--- src/rtl/addr_xlate_win.sv ---
module addr_xlate_win #(
  parameter int NWIN = 3,
  parameter int AW = 32,
  parameter logic [NWIN*AW-1:0] RST_BASE = {32'hFE000000, 32'hABCDE000, 32'h12340000},
  parameter logic [NWIN*AW-1:0] RST_HIGH = {32'hFFFFFFFF, 32'hABCDFFFF, 32'h1234FFFF},
  parameter logic [NWIN*AW-1:0] RST_XLAT = {32'h40ABCDEF, 32'hFEDC0ABC, 32'h5671BEEF},
  localparam int IW = (NWIN > 1) ? $clog2(NWIN) : 1
) (
  input  logic          clk,
  input  logic          rst_n,
  input  logic          in_valid,
  output logic          in_ready,
  input  logic [AW-1:0] in_addr,
  output logic          out_valid,
  input  logic          out_ready,
  output logic [AW-1:0] out_addr,
  output logic          out_hit,
  output logic          out_miss,
  output logic [IW-1:0] out_win,
  input  logic          cfg_we,
  input  logic [IW-1:0] cfg_win,
  input  logic [1:0]    cfg_sel,
  input  logic [AW-1:0] cfg_wdata
);

  logic [AW-1:0] base_q [NWIN];
  logic [AW-1:0] high_q [NWIN];
  logic [AW-1:0] xlat_q [NWIN];

  logic          hit_c;
  logic [IW-1:0] win_c;
  logic [AW-1:0] res_c;

  assign in_ready = !out_valid || out_ready;

  wire accept  = in_valid && in_ready;
  wire cfg_ok  = cfg_we && !in_valid && !out_valid && (int'(cfg_win) < NWIN);

  always_comb begin
    hit_c = 1'b0;
    win_c = '0;
    res_c = '0;
    for (int i = NWIN - 1; i >= 0; i--) begin
      if (in_addr >= base_q[i] && in_addr <= high_q[i]) begin
        hit_c = 1'b1;
        win_c = IW'(i);
        res_c = (in_addr & (high_q[i] ^ base_q[i])) |
                (xlat_q[i] & ~(high_q[i] ^ base_q[i]));
      end
    end
  end

  always_ff @(posedge clk or negedge rst_n) begin
    if (!rst_n) begin
      for (int i = 0; i < NWIN; i++) begin
        base_q[i] <= RST_BASE[i*AW +: AW];
        high_q[i] <= RST_HIGH[i*AW +: AW];
        xlat_q[i] <= RST_XLAT[i*AW +: AW];
      end
    end else if (cfg_ok) begin
      case (cfg_sel)
        2'd0: base_q[cfg_win] <= cfg_wdata;
        2'd1: high_q[cfg_win] <= cfg_wdata;
        2'd2: xlat_q[cfg_win] <= cfg_wdata;
        default: ;
      endcase
    end
  end

  always_ff @(posedge clk or negedge rst_n) begin
    if (!rst_n) begin
      out_valid <= 1'b0;
      out_addr  <= '0;
      out_hit   <= 1'b0;
      out_miss  <= 1'b0;
      out_win   <= '0;
    end else if (accept) begin
      out_valid <= 1'b1;
      out_addr  <= res_c;
      out_hit   <= hit_c;
      out_miss  <= !hit_c;
      out_win   <= win_c;
    end else if (out_ready) begin
      out_valid <= 1'b0;
    end
  end

endmodule

--- config.mk ---
export PLATFORM = sky130hd
export DESIGN_NAME = addr_xlate_win
export DESIGN_NICKNAME = d
export VERILOG_FILES = /design/src/rtl/addr_xlate_win.sv
export SDC_FILE = /design/constraint.sdc
export NUM_CORES = 1
export LEC_CHECK = 0
export BUFFER_PORTS_ARGS = -buffer_cell sky130_fd_sc_hd__buf_2
export CORE_ASPECT_RATIO = 0.75
export CORE_MARGIN = 3
export CORE_UTILIZATION = 60
export CTS_CLUSTER_DIAMETER = 60
export DETAILED_ROUTE_END_ITERATION = 10
export PLACE_DENSITY = 0.79
export SYNTH_ARGS = -nofsm -noshare
export SYNTH_HDL_FRONTEND = slang
export SYNTH_SLANG_ARGS = --single-unit
--- constraint.sdc ---
create_clock -name clk -period 6.95 [get_ports clk]
set_input_delay 0.3475 -clock clk [delete_from_list [all_inputs] [get_ports clk]]
set_output_delay 0.3475 -clock clk [all_outputs]
set_load 0.01 [all_outputs]
==> reports/results.tsv, run 1 <==
stage	metric	value	unit
timing	worstMarginPinSlew	1.25	ns
clocking	cts_buffer_depth	3	
critical_path	path_max_fanout	35	
clocking	cts-htree-levels	2	
synthesis	synth_seq_area_share	42.7	%
timing	fin_crit_sh	61.5	%
clocking	cts_sinks	325	
timing	clock.fmax	0.234	GHz
timing	finalWorstSetupSlack	2.68	ns
timing	rsz0062_at_grt	false	
synthesis	ys_top_cells_by_area	dfstp_2 (22%), dfrtp_1 (21%), mux2_2 (13%), ha_1 (12%), inv_1 (3.7%)	
timing	setup_viol	0	
synthesis	synth.mux.area_fraction	16.2	%
synthesis	synth_enable_flop_cells	0	
route	routed_wl	52500	um
critical_path	worstPathRequired	7.29	ns
clocking	cts-root-buf	clkbuf_16	
route	drtAntennaViolNets	0	
route	post-route-drc-count	0	
cells_and_area	drive_above_1_share	32.5	%
global_routing	grt_max_degree	172	
global_routing	use_met3	7.31	%
placement	dp_slack	2.72	ns
synthesis	synth_xor_area_share	4.31	%
global_routing	grt_pass1_wl	82000	um
floorplan	dieWidth	214	um
route	vias	14305	
power_and_ir_drop	ir_drop	0.200	mV
synthesis	yosysMostFrequentCell	mux2_2	
worst_hold_path	hold_class	in2reg	
synthesis	syn_nets	2095	
global_routing	overflow	0	
clocking	numCtsBuffers	35	
critical_path	setup.worst_path.class	reg2reg	
placement	place_hpwl	35400	um
global_routing	first_global_vias	14679	
synthesis	synthArstFlopShare	100	%
clocking	tritoncts	yes	
synthesis	synth-adder-area-share	12.3	%
critical_path	endpoint_kind	register	
synthesis	synth_compound_area_share	11.4	%
floorplan	core_area	31700	um2
cells_and_area	fin_nets	2164	
synthesis	synth-seq-cells	325	
synthesis	synth_top_family_by_area	multiplexers	
route	avgRoutedWirePerCell	22.2	um
global_routing	met1_usage	42.0	%
timing	fin_setup_tns	0	ns
placement	placed_area	20400	um2
synthesis	synth_area	19500	um2
synthesis	synth_common_cells	mux2_2 (226), ha_1 (192), inv_1 (192)	
timing	slew_headroom	16.5	%
timing	finalClockSkew	0.0260	ns
synthesis	ys.flop_type	dfrtp_1	
status	status	finished, final reports clean	
critical_path	arrival	4.62	ns
synthesis	yosysWarnings	0	
floorplan	dieHeight	162	um
power_and_ir_drop	power_leakage	0.00986	uW
global_routing	globalRouteTotalUtil	30.2	%
placement	io_buffers	110	
route	drt-pass1-iter-count	5	
timing	finalHoldViolCount	0	
global_routing	antenna_found_initial	6	
clocking	clkTransAtPathRegs	0.06	ns
synthesis	postSynthCellCount	1830	
critical_path	r2r_setup_slack	2.68	ns
placement	place_inst	2296	
cells_and_area	finalInstanceArea	21600	um2
route	drt_first_iter_violations	990	
clocking	post_cts_resized	0	
synthesis	syn_avg_cell_area	10.7	um2
cells_and_area	area_delta_synth_final	10.4	%
floorplan	io_pins	111	
placement	gp_congestion	0.935	
global_routing	use_met2	46.1	%
timing	hold_ws	0.0660	ns
synthesis	yosysTopAreaCell	dfstp_2	
global_routing	grt_busiest_layer	met2	
floorplan	dieArea	34800	um2
floorplan	start_util	61.6	%
timing	maxSlewViolCount	0	
cells_and_area	fin_cells	2361	
clocking	clock_latency	0.55	ns
flow_run	max_cap_viol_count	0	
synthesis	synthDistinctLibCells	54	
timing	period_needed	4.27	ns
floorplan	placementRows	56	
synthesis	yosys.area.top_type_share	21.8	%
route	viasPerCell	6.06	
synthesis	synth-simple-area-share	7.42	%
power_and_ir_drop	pwr_density_cell	264	nW/um2
critical_path	cp-start-kind	register	
[registers in the layout, indices dropped and copies added (netlist names)]
| signal | cells |
|---|---|
| out_win | 2 |
| out_valid | 1 |
| out_hit | 1 |
| out_miss | 1 |
| out_addr | 32 |
| high_q | 96 |
| xlat_q | 96 |
| base_q | 96 |
[cell type report]
type / instances / area (um2)
Timing Repair Buffer: 123 / 673
Inverter: 192 / 721
Sequential cell: 325 / 8340
Clock buffer: 51 / 1080
Tap cell: 435 / 544
Fill cell: 2443 / 10100
Antenna cell: 3 / 7.51
Multi-Input combinational cell: 1222 / 10100
Clock inverter: 10 / 78.8
[path summary, 6_finish.rpt]
check,depth (start not counted),endpoint,from
setup reg to reg,11,out_addr[18],high_q[79]
max in group asynchronous,3,xlat_q[4],rst_n
hold / removal,2,out_valid,in_valid
min in group asynchronous,2,xlat_q[91],rst_n
setup / recovery,11,out_addr[18],high_q[79]
hold reg to reg,1,out_miss,out_miss
[power breakdown]
part,total (uW),switching [uW],internal [uW]
Clock,1900,786,1110
Combinational,1390,795,596
Sequential,2410,181,2230
Total,5700,1760,3930
[layer usage]
layer  vias up  part of all wire, %  routed length, um
met4         6                  3.5               1830
met5         -                0.082                 43
met1      7117                   45              23600
li1       6543                    -                  -
met3       124                  8.2               4280
met2       515                   43              22700
[repair_timing]
action | 4_1_cts | 5_1_grt
hold endpoints to repair | 45 | 0
hold buffers | 1 | 0
setup buffers | 0 | 0
[metrics by stage]
step | util [%] | total power, uW
after floorplan | - | 3320
after global placement | 64.4 | 3740
after detailed placement | 64.4 | 3790
after CTS | 68.1 | 5700
after global routing | 68.1 | 5960
final | 68.1 | 5700
[logic make-up after synthesis]
family	after synthesis
and+or+nand+nor	328
DFF	325
muxes	288
buffers and inverters	283
AOI/OAI and AO/OA	318
xor gates and xnor gates	96
adders and majority gates	192
[critical path: stages, from the launching register on]
cell and delay [ns]:
dfstp_2 0.54, inv_1 0.06, ha_1 0.34, nand4_1 0.21, nor2_1 0.08, a221o_1 0.33, a211o_1 0.27, a31oi_1 0.18
o22a_2 0.15, buf_4 0.55, and2_2 1.12, a211oi_1 0.23
[placed cells by master (no fill, tap or decap), types with 6 or more instances in the layout]
cell type  netlist  final
buf_4            0     11
a2111oi_0       16     16
dfstp_2        162    162
clkbuf_16        0     37
nand2_2          0      6
clkinv_2         0      8
xnor2_1         65     65
and4_1           9      9
xor2_1          31     31
nor3_1           8      8
a211oi_1        22     22
inv_1          192    192
a21oi_1         69     69
nand2_1        150    144
buf_2           11    109
nand3_1         19     19
nand4_1         26     26
ha_1           192    192
o21ai_0        124    124
a2111oi_2       21     21
nor2_1          89     89
nor2b_1          6      6
a21o_1          10     10
a211oi_2        19     19
mux2i_1         62     62
dfrtp_1        163    163
mux2_2         226    226
clkbuf_8         0     10
(Power assumes the default switching activity.)
==> run 2: changes to the inputs <==
==> constraint.sdc (replaced) <==
create_clock -name clk -period 4.42 [get_ports clk]
set_input_delay 0.221 -clock clk [delete_from_list [all_inputs] [get_ports clk]]
set_output_delay 0.221 -clock clk [all_outputs]
set_load 0.01 [all_outputs]
==> run 2 against run 1 <==
  * Worst hold slack worse by 0.053 ns
  * Cell count increased by 1.2%
  * Global-route usage is 0.47 points higher
  * Non-clock buffer count rose by 29
  * Clock-buffer cell count decreased by 3
  * First-iteration DRC count is 38% higher
  * Utilization increased by 1.4 points
  * Maximum frequency grew 9.0%
  * Register-to-register slack got worse by 2.2 ns
  * Sequential share of layout area fell by 0.75 points
  * Sequential power rose by 57%
  * Largest power group unchanged
  * Highest routed layer is now met4
==> reports/results.tsv, run 2 (synthesized netlist as in run 1, its figures left out) <==
stage	metric	value	unit	change
critical_path	setup.worst_path.class	reg2reg		
critical_path	r2r-start	high_q[92]		
timing	maxSlewViolCount	0		unchanged
clocking	cts-root-buf	clkbuf_16		
global_routing	globalRouteTotalUtil	30.7	%	+0.47 points
worst_hold_path	hold_class	in2reg		
route	vias	14430		+0.87%
clocking	holdBufCountCts	27		+26
placement	place_inst	2299		+0.13%
critical_path	worstPathRequired	4.84	ns	-2.45 ns
clocking	cts_sinks	325		unchanged
timing	worstMarginPinSlew	1.28	ns	+0.0288 ns
timing	fin_crit_sh	88.7	%	+27 points
cells_and_area	drive_above_1_share	32.4	%	-0.14 points
cells_and_area	mostFrequentLayoutCells	mux2_2 (226), inv_1 (192), ha_1 (192)		
global_routing	first_global_vias	14869		+1.3%
cells_and_area	layout_commonest_cell	mux2_2		
status	status	finished, final reports clean		
route	drt-pass1-iter-count	5		unchanged
floorplan	dieHeight	162	um	unchanged
route	post-route-drc-count	0		unchanged
critical_path	critPathLaunch	high_q[92]		
timing	rsz0062_at_grt	false		
critical_path	path_max_fanout	32		-8.6%
route	drt_first_iter_violations	1363		+38%
cells_and_area	utilization	69.4	%	+1.4 points
route	viasPerCell	6.04		-0.35%
cells_and_area	largestRegisters	base_q (96), high_q (96), xlat_q (96)		
timing	setup_viol	0		unchanged
route	drtAntennaViolNets	0		unchanged
floorplan	core_area	31700	um2	unchanged
critical_path	endpoint_kind	register		
power_and_ir_drop	pwr_density_cell	423	nW/um2	+60%
placement	placed_area	20400	um2	+0.17%
cells_and_area	fin_cells	2390		+1.2%
cells_and_area	fin_nets	2192		+1.3%
power_and_ir_drop	ir_drop	0.305	mV	+52%
global_routing	antenna_found_initial	2		-4
timing	finalClockSkew	0.0140	ns	-0.0121 ns
critical_path	arrival	4.35	ns	-0.27 ns
placement	place_hpwl	35900	um	+1.5%
critical_path	reg2reg_depth	10		-1
cells_and_area	finalInstanceArea	22000	um2	+2.0%
global_routing	grt_max_degree	120		-30%
timing	slew_headroom	14.3	%	-2.2 points
critical_path	reg2reg_to	out_addr[11]		
clocking	tritoncts	yes		
clocking	post_cts_resized	0		unchanged
placement	gp_congestion	0.887		-5.1%
clocking	cts_buffer_depth	3		unchanged
clocking	clock_latency	0.54	ns	about the same
floorplan	dieArea	34800	um2	unchanged
timing	clock.fmax	0.255	GHz	+9.0%
floorplan	placementRows	56		unchanged
route	routed_wl	52800	um	+0.72%
timing	fin_setup_tns	0	ns	unchanged
flow_run	max_cap_viol_count	0		unchanged
clocking	cts_setup_buffers	0		unchanged
critical_path	r2r_setup_slack	0.50	ns	-2.18 ns
placement	io_buffers	110		unchanged
timing	finalHoldViolCount	0		unchanged
clocking	numCtsBuffers	34		-2.9%
global_routing	overflow	0		unchanged
floorplan	start_util	61.6	%	unchanged
worst_hold_path	worstHoldStart	cfg_wdata[9]		
timing	period_needed	3.92	ns	-0.353 ns
timing	hold_ws	0.0126	ns	-0.0534 ns
critical_path	cp-start-kind	register		
cells_and_area	area_delta_synth_final	12.6	%	
floorplan	dieWidth	214	um	unchanged
floorplan	io_pins	111		unchanged
worst_hold_path	hold_end	high_q[73]		
route	avgRoutedWirePerCell	22.1	um	-0.50%
power_and_ir_drop	power_leakage	0.0100	uW	+1.9%
cells_and_area	fill_cells	2307		-5.6%
global_routing	grt_pass1_wl	83700	um	+2.0%
clocking	cts-htree-levels	2		unchanged
clocking	clkTransAtPathRegs	0.06	ns	about the same
worst_hold_path	hold_depth	3		+1
run 2: cell count changes in the layout (fill, tap and decap cells not counted), sizes merged:
cell         previous run  this run
buf                   122       125
bufinv                  1         6
clkbuf                 51        48
clkinv                  9         7
clkinvlp                0         1
diode                   3         2
dlygate4sd3             1        27
run 2: metal layers:
| metal | up-vias | part of all wire [%] | GRT usage, % | routed length (um) |
|---|---|---|---|---|
| met5 | - | 0 | 0 | 0 |
| met4 | 0 | 2.7 | 9.76 | 1420 |
| met3 | 100 | 8.1 | 6.49 | 4290 |
| met2 | 542 | 45 | 47.1 | 23600 |
| met1 | 7203 | 45 | 43.9 | 23500 |
| li1 | 6585 | - | - | - |
run 2: through the flow:
stage               setup slack [ns]  power (uW)
finish                         0.498        9300
detailed placement             0.693        5970
global route                   0.384        9720
floorplan                       1.52        5210
CTS                            0.627        9290
global placement               0.822        5870
run 2: cell type report:
| class | instances | area [um2] | share of cell area, % |
|---|---|---|---|
| diodes | 2 | 5.00 | 0.0228 |
| clock buffers | 48 | 1070 | 4.85 |
| clock inverters | 14 | 226 | 1.03 |
| inverters | 192 | 721 | 3.28 |
| multi-input cells | 1222 | 10100 | 46.0 |
| flip-flops and latches | 325 | 8340 | 37.9 |
| well taps | 435 | 544 | 2.48 |
| repair buffers | 152 | 968 | 4.40 |
run 2: critical path, cell delays in order, from the launching register on:
cell	delay (ns)
dfstp_2	0.54
inv_1	0.05
ha_1	0.26
nand4_1	0.26
nor4_1	0.87
a221oi_1	0.24
o211ai_1	0.23
a31oi_1	0.07
o22a_2	0.25
and2_2	0.61
a211oi_1	0.43
run 2: worst max path at each step:
stage | endpoint | depth (start not counted) | slack (ns)
2_1_floorplan | out_addr[28] | 11 | 1.52
3_3_place_gp | out_addr[9] | 10 | 0.82
3_5_place_dp | out_addr[15] | 10 | 0.69
4_1_cts | out_addr[11] | 10 | 0.63
5_1_grt | out_addr[16] | 11 | 0.38
6_report | out_addr[11] | 10 | 0.50
run 2: power breakdown:
group	internal, uW	switching, uW
Sequential	3500	282
Combinational	961	1270
Clock	2040	1250
Total	6500	2800
==> run 3: changes to the inputs <==
--- a/config.mk
+++ b/config.mk
@@ -5,6 +5,7 @@
 export SDC_FILE = /design/constraint.sdc
 export NUM_CORES = 1
 export LEC_CHECK = 0
+export ABC_AREA = 1
 export BUFFER_PORTS_ARGS = -buffer_cell sky130_fd_sc_hd__buf_2
 export CORE_ASPECT_RATIO = 0.75
 export CORE_MARGIN = 3
==> run 3 against run 2 <==
  * Routed wire length is 5.7% higher
  * Total power is 9.7% lower
  * Synthesized area is 1.3% higher
  * Register-to-register slack better by 0.23 ns
  * Clock-buffer cell count is 3 higher
  * Sequential share of layout area is 0.23 points higher
  * Utilization is 0.88 points lower
  * Non-clock buffer count is 19 lower
  * Critical endpoint is now out_hit
  * Largest cell class unchanged
  * Largest power group unchanged
  * Highest routed layer is now met5
==> reports/results.tsv, run 3 <==
stage	metric	value	unit	change
route	drt-pass1-iter-count	5		unchanged
placement	io_buffers	110		unchanged
clocking	numCtsBuffers	35		+2.9%
cells_and_area	largestRegisters	base_q (96), high_q (96), xlat_q (96)		
timing	finalHoldViolCount	0		unchanged
global_routing	grt_max_degree	102		-15%
synthesis	synthDistinctLibCells	32		-41%
critical_path	worstPathRequired	4.86	ns	+0.02 ns
timing	finalClockSkew	0.0251	ns	+0.0112 ns
global_routing	globalRouteTotalUtil	32.3	%	+1.7 points
floorplan	dieArea	35200	um2	+1.3%
global_routing	met1_usage	47.8	%	+4.0 points
synthesis	postSynthCellCount	2520		+38%
global_routing	use_met2	48.5	%	+1.3 points
timing	fin_crit_sh	83.6	%	-5.1 points
floorplan	io_pins	111		unchanged
timing	hold_ws	0.0609	ns	+0.0483 ns
synthesis	yosysWarnings	0		unchanged
global_routing	first_global_vias	16951		+14%
cells_and_area	fin_nets	2873		+31%
timing	worstMarginPinSlew	1.22	ns	-0.0652 ns
clocking	clkTransAtPathRegs	0.06	ns	about the same
route	avgRoutedWirePerCell	18.2	um	-18%
synthesis	synth_common_cells	nand2_1 (710), o21ai_0 (375), inv_1 (334)		
clocking	tritoncts	yes		
placement	dp_slack	0.936	ns	+0.243 ns
clocking	cts_buffer_depth	3		unchanged
synthesis	synth_seq_area_share	42.1	%	-0.56 points
timing	rsz0062_at_grt	false		
synthesis	syn_avg_cell_area	7.85	um2	-26%
synthesis	yosysMostFrequentCell	nand2_1		
floorplan	core_area	31900	um2	+0.66%
timing	fin_setup_tns	0	ns	unchanged
global_routing	grt_busiest_layer	met2		
critical_path	endpoint_kind	register		
timing	maxSlewViolCount	0		unchanged
synthesis	ys.flop_type	dfrtp_1		
route	drt_first_iter_violations	1949		+43%
worst_hold_path	hold_class	in2reg		
timing	slew_headroom	18.8	%	+4.6 points
critical_path	path_common_cell	nor2_1		
clocking	post_cts_resized	0		unchanged
synthesis	synth_area	19800	um2	+1.3%
synthesis	synth-seq-cells	325		unchanged
cells_and_area	fin_cells	3069		+28%
floorplan	start_util	62.1	%	+0.41 points
power_and_ir_drop	power_leakage	0.0101	uW	+0.69%
synthesis	syn_nets	2785		+33%
cells_and_area	layout_commonest_cell	nand2_1		
route	routed_wl	55800	um	+5.7%
floorplan	placementRows	56		unchanged
placement	gp_congestion	0.955		+7.6%
synthesis	synth_enable_flop_cells	0		unchanged
synthesis	yosys.area.top_type_share	21.5	%	-0.29 points
synthesis	yosysTopAreaCell	dfstp_2		
floorplan	dieWidth	216	um	+0.65%
clocking	cts-root-buf	clkbuf_16		
route	post-route-drc-count	0		unchanged
timing	setup_viol	0		unchanged
clocking	cts-htree-levels	2		unchanged
route	vias	17472		+21%
global_routing	use_met3	5.32	%	-1.2 points
critical_path	worstPathCellList	inv_1, ha_1, nand2_1, nor2_1, nor2_1, nor2_1, o21bai_1, nand3_2, nand2_4, nand4_1, o21a_1		
floorplan	dieHeight	163	um	+0.64%
critical_path	arrival	4.13	ns	-0.22 ns
power_and_ir_drop	ir_drop	0.317	mV	+4.2%
global_routing	overflow	0		unchanged
timing	period_needed	3.69	ns	-0.227 ns
critical_path	cp_slowest_cell	nand2_4		
cells_and_area	drive_above_1_share	14.9	%	-17 points
critical_path	path_max_fanout	35		+9.4%
clocking	clock_latency	0.55	ns	about the same
critical_path	setup.worst_path.class	reg2reg		
power_and_ir_drop	pwr_density_cell	384	nW/um2	-9.2%
clocking	cts_sinks	325		unchanged
critical_path	slowest_delay	0.71	ns	-0.16 ns
route	drtAntennaViolNets	0		unchanged
flow_run	max_cap_viol_count	0		unchanged
synthesis	synthArstFlopShare	100	%	unchanged
global_routing	grt_pass1_wl	90400	um	+8.0%
synthesis	ys_top_cells_by_area	dfstp_2 (22%), dfrtp_1 (21%), nand2_1 (13%), ha_1 (12%), o21ai_0 (9.5%)		
route	viasPerCell	5.69		-5.7%
status	status	finished, final reports clean		
placement	place_inst	3003		+31%
global_routing	antenna_found_initial	1		-1
cells_and_area	n_antenna_cell	0		-2
timing	clock.fmax	0.271	GHz	+6.1%
cells_and_area	mostFrequentLayoutCells	nand2_1 (709), o21ai_0 (375), inv_1 (334)		
timing	finalWorstSetupSlack	0.725	ns	+0.227 ns
placement	place_hpwl	38100	um	+6.2%
cells_and_area	area_delta_synth_final	10.5	%	
critical_path	cp-start-kind	register		
[run 3: timing repair]
item                      4_1_cts  5_1_grt
hold endpoints to repair       49        0
hold buffers                    3        0
buffers inserted                0        0
[run 3: cell families after synthesis]
family	after synthesis	share of synthesized area, %
compound gates	517	13.3
flops	325	42.1
buf+inv	442	8.79
xor+xnor	96	4.25
simple gates	948	19.4
fa+ha+maj	192	12.1
[run 3: critical path: cells and delay by family, from the launching register on]
kind,cells,cell delay (ns)
DFF,1,0.56
adders and majority gates,1,0.28
AOI/OAI and AO/OA,2,0.50
buffers and inverters,1,0.05
and+or+nand+nor,7,2.22
[run 3: worst paths after layout]
| check | start | to | slack [ns] | depth (start not counted) |
|---|---|---|---|---|
| worst min-delay path | cfg_wdata[26] | base_q[58] | 0.06 | 3 |
| max in group asynchronous | rst_n | high_q[90] | 2.94 | 3 |
| min in group asynchronous | rst_n | base_q[10] | 0.30 | 2 |
| worst max register to register | base_q[51] | out_hit | 0.73 | 11 |
| worst min register to register | out_addr[9] | out_addr[9] | 0.47 | 2 |
| worst max-delay path | base_q[51] | out_hit | 0.73 | 11 |
[run 3: per-stage QoR]
stage | total power, uW | area (um2) | utilization [%]
4_1_cts | 8390 | 21900 | 68.6
3_3_place_gp | 5400 | 20700 | 65.0
6_report | 8390 | 21900 | 68.6
5_1_grt | 8850 | 21900 | 68.6
2_1_floorplan | 4840 | 19800 | -
3_5_place_dp | 5480 | 20700 | 65.0
[run 3: area by class of cell]
| class | instances | area [um2] |
|---|---|---|
| clock buffers | 51 | 1010 |
| clock inverters | 12 | 106 |
| fillers | 2599 | 10000 |
| inverters | 360 | 1350 |
| multi-input cells | 1753 | 9760 |
| flip-flops and latches | 325 | 8340 |
| well taps | 435 | 544 |
| repair buffers | 133 | 753 |
[run 3: power breakdown]
group	switching [uW]	internal [uW]	leakage (uW)	total [uW]
clock network	1250	1650	0.000549	2910
logic	1170	678	0.00569	1840
registers	255	3390	0.00388	3640
total	2680	5720	0.0101	8390
[run 3: metal layers]
layer | share of wire, % | vias up
met5 | 0.023 | -
met3 | 9.5 | 128
li1 | - | 8255
met2 | 42 | 831
met4 | 3.2 | 2
met1 | 45 | 8256
